===== src/rtl/nand_resp_pkg.sv =====
package nand_resp_pkg;

  typedef enum logic [2:0] {
    MODE_ARRAY,
    MODE_STAT,
    MODE_MSTAT,
    MODE_IDWAIT,
    MODE_ID
  } mode_e;

  localparam logic [7:0] CMD_READ_A = 8'h00;
  localparam logic [7:0] CMD_READ_B = 8'h50;
  localparam logic [7:0] CMD_STAT   = 8'h70;
  localparam logic [7:0] CMD_MSTAT  = 8'h71;
  localparam logic [7:0] CMD_IDENT  = 8'h90;
  localparam logic [7:0] ADDR_IDENT = 8'h00;

  localparam int unsigned ID_LEN = 4;

  function automatic logic [7:0] id_byte(input int unsigned idx);
    case (idx)
      0:       id_byte = 8'hEC;
      1:       id_byte = 8'h79;
      2:       id_byte = 8'hA5;
      3:       id_byte = 8'hC0;
      default: id_byte = 8'h00;
    endcase
  endfunction

endpackage


===== src/rtl/nand_cmd_decode.sv =====
module nand_cmd_decode
  import nand_resp_pkg::*;
(
  input  logic       clk_i,
  input  logic       rst_ni,
  input  logic       ce_i,
  input  logic       cle_i,
  input  logic       ale_i,
  input  logic       we_i,
  input  logic [7:0] io_i,
  output mode_e      mode_o,
  output logic       id_start_o
);

  logic  cmd_we, addr_we;
  mode_e mode_q, mode_d;

  assign cmd_we  = we_i & ce_i & cle_i & ~ale_i;
  assign addr_we = we_i & ce_i & ale_i & ~cle_i;

  always_comb begin
    mode_d     = mode_q;
    id_start_o = 1'b0;
    if (cmd_we) begin
      case (io_i)
        CMD_READ_A, CMD_READ_B: mode_d = MODE_ARRAY;
        CMD_STAT:               mode_d = MODE_STAT;
        CMD_MSTAT:              mode_d = MODE_MSTAT;
        CMD_IDENT:              mode_d = MODE_IDWAIT;
        default:                mode_d = mode_q;  // unknown opcode: hold
      endcase
    end else if (addr_we && mode_q == MODE_IDWAIT && io_i == ADDR_IDENT) begin
      mode_d     = MODE_ID;
      id_start_o = 1'b1;
    end
  end

  always_ff @(posedge clk_i or negedge rst_ni) begin
    if (!rst_ni) mode_q <= MODE_ARRAY;
    else         mode_q <= mode_d;
  end

  assign mode_o = mode_q;

endmodule


===== src/rtl/nand_id_seq.sv =====
module nand_id_seq
  import nand_resp_pkg::*;
#(
  parameter int unsigned LEN = ID_LEN
) (
  input  logic       clk_i,
  input  logic       rst_ni,
  input  logic       start_i,
  input  logic       active_i,
  input  logic       rd_end_i,
  output logic [7:0] byte_o
);

  localparam int unsigned PW = $clog2(LEN + 1);

  logic [PW-1:0] ptr_q;
  logic          more;

  assign more = ptr_q < PW'(LEN);

  always_ff @(posedge clk_i or negedge rst_ni) begin
    if (!rst_ni)                           ptr_q <= '0;
    else if (start_i)                      ptr_q <= '0;
    else if (active_i && rd_end_i && more) ptr_q <= ptr_q + 1'b1;
  end

  assign byte_o = more ? id_byte(int'(ptr_q)) : 8'h00;

endmodule


===== src/rtl/nand_status_fmt.sv =====
module nand_status_fmt #(
  parameter int unsigned N_PLANES = 4
) (
  input  logic                busy_i,
  input  logic                wp_i,
  input  logic [N_PLANES-1:0] plane_fail_i,
  input  logic                multi_i,
  output logic [7:0]          byte_o
);

  logic       ready;
  logic [4:0] plane_bits;

  assign ready = ~busy_i;

  generate
    for (genvar p = 0; p < 5; p++) begin : g_plane
      if (p < N_PLANES) begin : g_used
        assign plane_bits[p] = multi_i & ready & plane_fail_i[p];
      end else begin : g_none
        assign plane_bits[p] = 1'b0;
      end
    end
  endgenerate

  always_comb begin
    byte_o      = 8'h00;
    byte_o[7]   = ~wp_i;
    byte_o[6]   = ready;
    byte_o[0]   = ready & (|plane_fail_i);
    byte_o[5:1] = plane_bits;
  end

endmodule


===== src/rtl/nand_cmd_resp.sv =====
module nand_cmd_resp
  import nand_resp_pkg::*;
#(
  parameter int unsigned N_PLANES = 4
) (
  input  logic                clk_i,
  input  logic                rst_ni,
  input  logic                ce_i,
  input  logic                cle_i,
  input  logic                ale_i,
  input  logic                we_i,
  input  logic                re_i,
  input  logic [7:0]          io_i,
  output logic [7:0]          io_o,
  output logic                io_oe_o,
  input  logic                busy_i,
  input  logic                wp_i,
  input  logic [N_PLANES-1:0] plane_fail_i,
  input  logic [7:0]          arr_data_i
);

  if (N_PLANES < 1 || N_PLANES > 4) begin : g_bad_planes
    $error("N_PLANES must be 1..4");
  end

  mode_e      mode_q;
  logic       id_start, rd_act, rd_q, rd_end;
  logic [7:0] stat_byte, id_byte_w, sel_byte;

  nand_cmd_decode u_dec (
    .clk_i(clk_i), .rst_ni(rst_ni), .ce_i(ce_i), .cle_i(cle_i),
    .ale_i(ale_i), .we_i(we_i), .io_i(io_i),
    .mode_o(mode_q), .id_start_o(id_start)
  );

  assign rd_act = ce_i & re_i;

  always_ff @(posedge clk_i or negedge rst_ni) begin
    if (!rst_ni) rd_q <= 1'b0;
    else         rd_q <= rd_act;
  end

  assign rd_end = rd_q & ~rd_act;

  nand_id_seq #(.LEN(ID_LEN)) u_id (
    .clk_i(clk_i), .rst_ni(rst_ni), .start_i(id_start),
    .active_i(mode_q == MODE_ID), .rd_end_i(rd_end), .byte_o(id_byte_w)
  );

  nand_status_fmt #(.N_PLANES(N_PLANES)) u_stat (
    .busy_i(busy_i), .wp_i(wp_i), .plane_fail_i(plane_fail_i),
    .multi_i(mode_q == MODE_MSTAT), .byte_o(stat_byte)
  );

  always_comb begin
    case (mode_q)
      MODE_ARRAY:            sel_byte = arr_data_i;
      MODE_STAT, MODE_MSTAT: sel_byte = stat_byte;
      MODE_ID:               sel_byte = id_byte_w;
      default:               sel_byte = 8'h00;
    endcase
  end

  assign io_oe_o = rd_act;
  assign io_o    = rd_act ? sel_byte : 8'h00;

endmodule


===== config.mk =====
export PLATFORM = sky130hd
export DESIGN_NAME = nand_cmd_resp
export DESIGN_NICKNAME = d
export VERILOG_FILES = /design/src/rtl/nand_resp_pkg.sv /design/src/rtl/nand_cmd_decode.sv /design/src/rtl/nand_id_seq.sv /design/src/rtl/nand_status_fmt.sv /design/src/rtl/nand_cmd_resp.sv
export SDC_FILE = /design/constraint.sdc
export NUM_CORES = 1
export LEC_CHECK = 0
export ABC_AREA = 1
export BUFFER_PORTS_ARGS = -buffer_cell sky130_fd_sc_hd__buf_2
export CORE_AREA = 3 3 46 48
export DETAILED_ROUTE_END_ITERATION = 10
export DIE_AREA = 0 0 49 51
export PLACE_DENSITY = 0.74
export SLEW_MARGIN = 20
export SYNTH_ARGS = -nofsm -noshare
export SYNTH_HDL_FRONTEND = slang
export SYNTH_SLANG_ARGS = --single-unit

===== constraint.sdc =====
create_clock -name clk_i -period 1.6 [get_ports clk_i]
set_clock_uncertainty 0.15 [all_clocks]
set_input_delay 0.24 -clock clk_i [delete_from_list [all_inputs] [get_ports clk_i]]
set_output_delay 0.24 -clock clk_i [all_outputs]
set_load 0.005 [all_outputs]

==> run_summary.xml <==
<?xml version="1.0" encoding="UTF-8"?>
<metrics>
  <group name="timing">
    <metric name="hold_violations" unit="">0</metric>
    <metric name="maxSlewViolCount" unit="">0</metric>
    <metric name="timing.final.setup_violations" unit="">8</metric>
    <metric name="worst-slew-pin-transition" unit="ns">0.342</metric>
    <metric name="fin_setup_tns" unit="ns">-1.85</metric>
    <metric name="timing.slew.headroom" unit="%">77.0</metric>
    <metric name="rsz_0062_raised_after_global_routing" unit="">true</metric>
    <metric name="achievable-frequency" unit="MHz">537</metric>
    <metric name="final_critical_path_setup_slack" unit="ns">-0.260</metric>
    <metric name="final_min_period_over_clock_period" unit="%">116</metric>
    <metric name="timing.final.crit_period" unit="ns">1.86</metric>
    <metric name="fin_hold_ws" unit="ns">0.197</metric>
  </group>
  <group name="floorplan">
    <metric name="die_width" unit="um">49</metric>
    <metric name="ios" unit="">38</metric>
    <metric name="fp-row-count" unit="">15</metric>
    <metric name="initial_utilization" unit="%">42.8</metric>
    <metric name="dieArea" unit="um2">2500</metric>
    <metric name="core" unit="um2">1750</metric>
    <metric name="floorplan.die.height" unit="um">51</metric>
  </group>
  <group name="yosys">
    <metric name="mappedNetlistNets" unit="">153</metric>
    <metric name="synth_top_flop_cell" unit="">dfrtp_1</metric>
    <metric name="yosysWarningCount" unit="">0</metric>
    <metric name="synth_largest_area_cell" unit="">dfrtp_1</metric>
    <metric name="synth_edf_count" unit="">0</metric>
    <metric name="postSynthAreaPerCell" unit="um2">6.28</metric>
    <metric name="synthAdderAreaFrac" unit="%">8.38</metric>
    <metric name="synthMuxAreaShare" unit="%">0</metric>
    <metric name="seq_cells_post_synth" unit="">7</metric>
    <metric name="yosysSeqAreaShare" unit="%">23.5</metric>
    <metric name="synth_top_family_by_area" unit="">simple AND/OR/NAND/NOR gates</metric>
    <metric name="yosys.area_share.simple" unit="%">47.7</metric>
    <metric name="synth_area_leaders" unit="">dfrtp_1 23%, nand2_1 17%, inv_1 10%, nand3_1 9.4%, ha_1 8.4%</metric>
    <metric name="post_synth_num_cell_types" unit="">22</metric>
    <metric name="synthesis.area" unit="um2">747</metric>
    <metric name="ys_async_sr_fraction" unit="%">100</metric>
    <metric name="synth-compound-area-share" unit="%">9.88</metric>
    <metric name="synth_xor_area_share" unit="%">0</metric>
    <metric name="post_synth_inst_count" unit="">119</metric>
    <metric name="area_share_of_the_largest_cell_type_after_synthesis" unit="%">23.5</metric>
  </group>
  <group name="pwr">
    <metric name="cell_internal_pwr" unit="uW">335</metric>
    <metric name="power.density" unit="nW/um2">394</metric>
    <metric name="power.ir.vdd_worst" unit="mV">0.316</metric>
    <metric name="clockPowerShare" unit="%">33.8</metric>
    <metric name="netSwitchingPower" unit="uW">133</metric>
    <metric name="p_comb_share" unit="%">26.9</metric>
    <metric name="power.leakage" unit="nW">0.683</metric>
    <metric name="post-layout-total-power" unit="uW">468</metric>
    <metric name="switching_share" unit="%">28.4</metric>
    <metric name="p_seq_share" unit="%">39.3</metric>
  </group>
  <group name="drt">
    <metric name="avgRoutedWirePerCell" unit="um">11.8</metric>
    <metric name="route.antenna.remaining_nets" unit="">0</metric>
    <metric name="wl" unit="um">2360</metric>
    <metric name="route.detailed.drc" unit="">0</metric>
    <metric name="drt_first_iter_violations" unit="">10</metric>
    <metric name="firstDrtPassIters" unit="">4</metric>
    <metric name="vias" unit="">973</metric>
    <metric name="detail_route.vias_per_cell" unit="">4.87</metric>
  </group>
  <group name="place">
    <metric name="dp_hpwl" unit="um">1720</metric>
    <metric name="placed_area" unit="um2">1000</metric>
    <metric name="finalWeightedCongestion" unit="">0.822</metric>
    <metric name="place_ws" unit="ns">-0.0270</metric>
    <metric name="port-buffer-count" unit="">37</metric>
  </group>
  <group name="worst_setup_path">
    <metric name="critical_path.endpoint_type" unit="">output port</metric>
    <metric name="timing.setup.critical_path_class" unit="">reg -&gt; out</metric>
    <metric name="cp_max_fo" unit="">8</metric>
    <metric name="start_kind" unit="">register</metric>
    <metric name="worst_path_required_time" unit="ns">1.21</metric>
    <metric name="critPathArrivalTime" unit="ns">1.47</metric>
  </group>
  <group name="finish">
    <metric name="area.growth.synth_to_final" unit="%">59.0</metric>
    <metric name="ratio_of_cells_with_drive_above_1_in_the_final_layout" unit="%">46.9</metric>
    <metric name="ff_latch_area" unit="um2">179</metric>
    <metric name="finish.net_count" unit="">210</metric>
    <metric name="fillCellCount" unit="">147</metric>
    <metric name="stdcell_area" unit="um2">1190</metric>
    <metric name="diodes" unit="">0</metric>
    <metric name="multiInputGateArea" unit="um2">572</metric>
  </group>
  <group name="global_route">
    <metric name="largest_net_degree_at_the_start_of_global_routing" unit="">9</metric>
    <metric name="global_route.usage.total" unit="%">19.1</metric>
    <metric name="grt-ovfl-total" unit="">0</metric>
    <metric name="first_global_vias" unit="">931</metric>
    <metric name="grt_pass1_wl" unit="um">3730</metric>
    <metric name="initial_antenna_violation_count" unit="">0</metric>
  </group>
  <group name="cts">
    <metric name="cts_inserted_buffers" unit="">3</metric>
    <metric name="cts-root-to-sink-buffers" unit="">2</metric>
    <metric name="tritoncts" unit="">done</metric>
    <metric name="ctsHtreeMaxLevel" unit="">1</metric>
    <metric name="tritoncts_num_sinks" unit="">7</metric>
    <metric name="clk_pin_slew_worst_paths" unit="ns">0.05</metric>
    <metric name="clkLatencyLatePin" unit="ns">0.25</metric>
    <metric name="cts-root-buf" unit="">clkbuf_4</metric>
  </group>
  <group name="job">
    <metric name="max-cap-violations" unit="">0</metric>
  </group>
  <group name="worst_hold_path">
    <metric name="min-delay-path-class" unit="">in -&gt; async</metric>
  </group>
  <group name="status">
    <metric name="status" unit="">finished, violations left</metric>
    <metric name="violations" unit="">negative setup slack</metric>
  </group>
</metrics>
==> cells in the final DEF, fill, tap and decap left out, drive strengths merged, types with 4 or more instances in the layout <==
| cell type | Yosys | final |
|---|---|---|
| nand4 | 4 | 4 |
| inv | 20 | 20 |
| dfrtp | 7 | 7 |
| o21ai | 5 | 5 |
| nor2 | 14 | 14 |
| buf | 0 | 51 |
| nand2 | 36 | 36 |
| ha | 5 | 5 |
| nand3 | 14 | 14 |
| clkbuf | 0 | 4 |
==> timing repair <==
action,in CTS,in global routing
hold buffers,1,0
cloned,0,0
gates resized for setup,10,15
setup endpoints to repair,8,14
buffers inserted,5,4
pin swaps,4,12
hold endpoints to repair,7,0
==> through the flow <==
step | instances | utilization [%]
floorplan | 119 | -
global placement | 186 | 57.3
detailed placement | 186 | 57.3
CTS | 196 | 63.2
global route | 200 | 68.0
finish | 200 | 68.0
==> synthesized netlist by cell type (2+ instances only) <==
cell and n:
inv_1 20, nand4_1 4, o21ai_1 4, ha_1 5, nor2_1 11, a21oi_1 2, nor3_1 2, nand2_1 33
nor2_2 2, dfrtp_1 7, nand2_2 3, nand3_1 14, nor4_1 2, a31oi_1 2
==> kinds of logic after synthesis <==
family / Yosys count
DFF: 7
AOI/OAI and AO/OA: 12
adders and majority gates: 5
buffers and inverters: 21
and+or+nand+nor: 74
==> power by group through the flow <==
| stage | clock (mW) | sequential (mW) | combinational [mW] |
|---|---|---|---|
| after floorplan | 0 | 0.185 | 0.0515 |
| after global placement | 0 | 0.185 | 0.109 |
| after detailed placement | 0 | 0.186 | 0.113 |
| after CTS | 0.165 | 0.183 | 0.117 |
| after global routing | 0.172 | 0.184 | 0.142 |
| final | 0.158 | 0.184 | 0.126 |
==> flip-flops by register name, indices dropped and copies added, names as in the netlist <==
name	flops
u_dec.mode_o	3
u_id.ptr_q	3
rd_q	1
==> per-layer routing <==
layer	wire [um]	track usage, %
met3	162	4.66
met2	1220	36.2
met1	930	19.3
met4	48	9.95
met5	0	0
==> worst max-delay path: stages (launching register included) <==
cell and delay, ns:
dfrtp_2 0.46, nor3_2 0.20, buf_4 0.19, nand2_1 0.07
a31oi_1 0.17, buf_2 0.14
==> path summary, 6_finish.rpt <==
path                       cells after the start                           to                        start  slack (ns)
min in group clk_i                             5  u_dec.mode_o[0]$_DFFE_PN0P_                      io_i[1]        0.21
max reg2reg                                    8  u_dec.mode_o[2]$_DFFE_PN0P_  u_dec.mode_o[2]$_DFFE_PN0P_        0.01
min                                            2    u_id.ptr_q[1]$_DFFE_PN0P_                       rst_ni        0.20
max in group asynchronous                      2  u_dec.mode_o[2]$_DFFE_PN0P_                       rst_ni        0.93
min reg2reg                                    2  u_dec.mode_o[1]$_DFFE_PN0P_  u_dec.mode_o[1]$_DFFE_PN0P_        0.47
max                                            5                      io_o[5]  u_dec.mode_o[0]$_DFFE_PN0P_       -0.26
==> layout make-up <==
| type | instances | share of cell area, % |
|---|---|---|
| multi-input combinational | 91 | 48.2 |
| inverter | 21 | 6.64 |
| timing repair buffer | 52 | 25.3 |
| tap | 25 | 2.63 |
| clock buffer | 4 | 2.21 |
| sequential | 7 | 15.1 |
No activity file was read; power rests on OpenSTA's default activity.
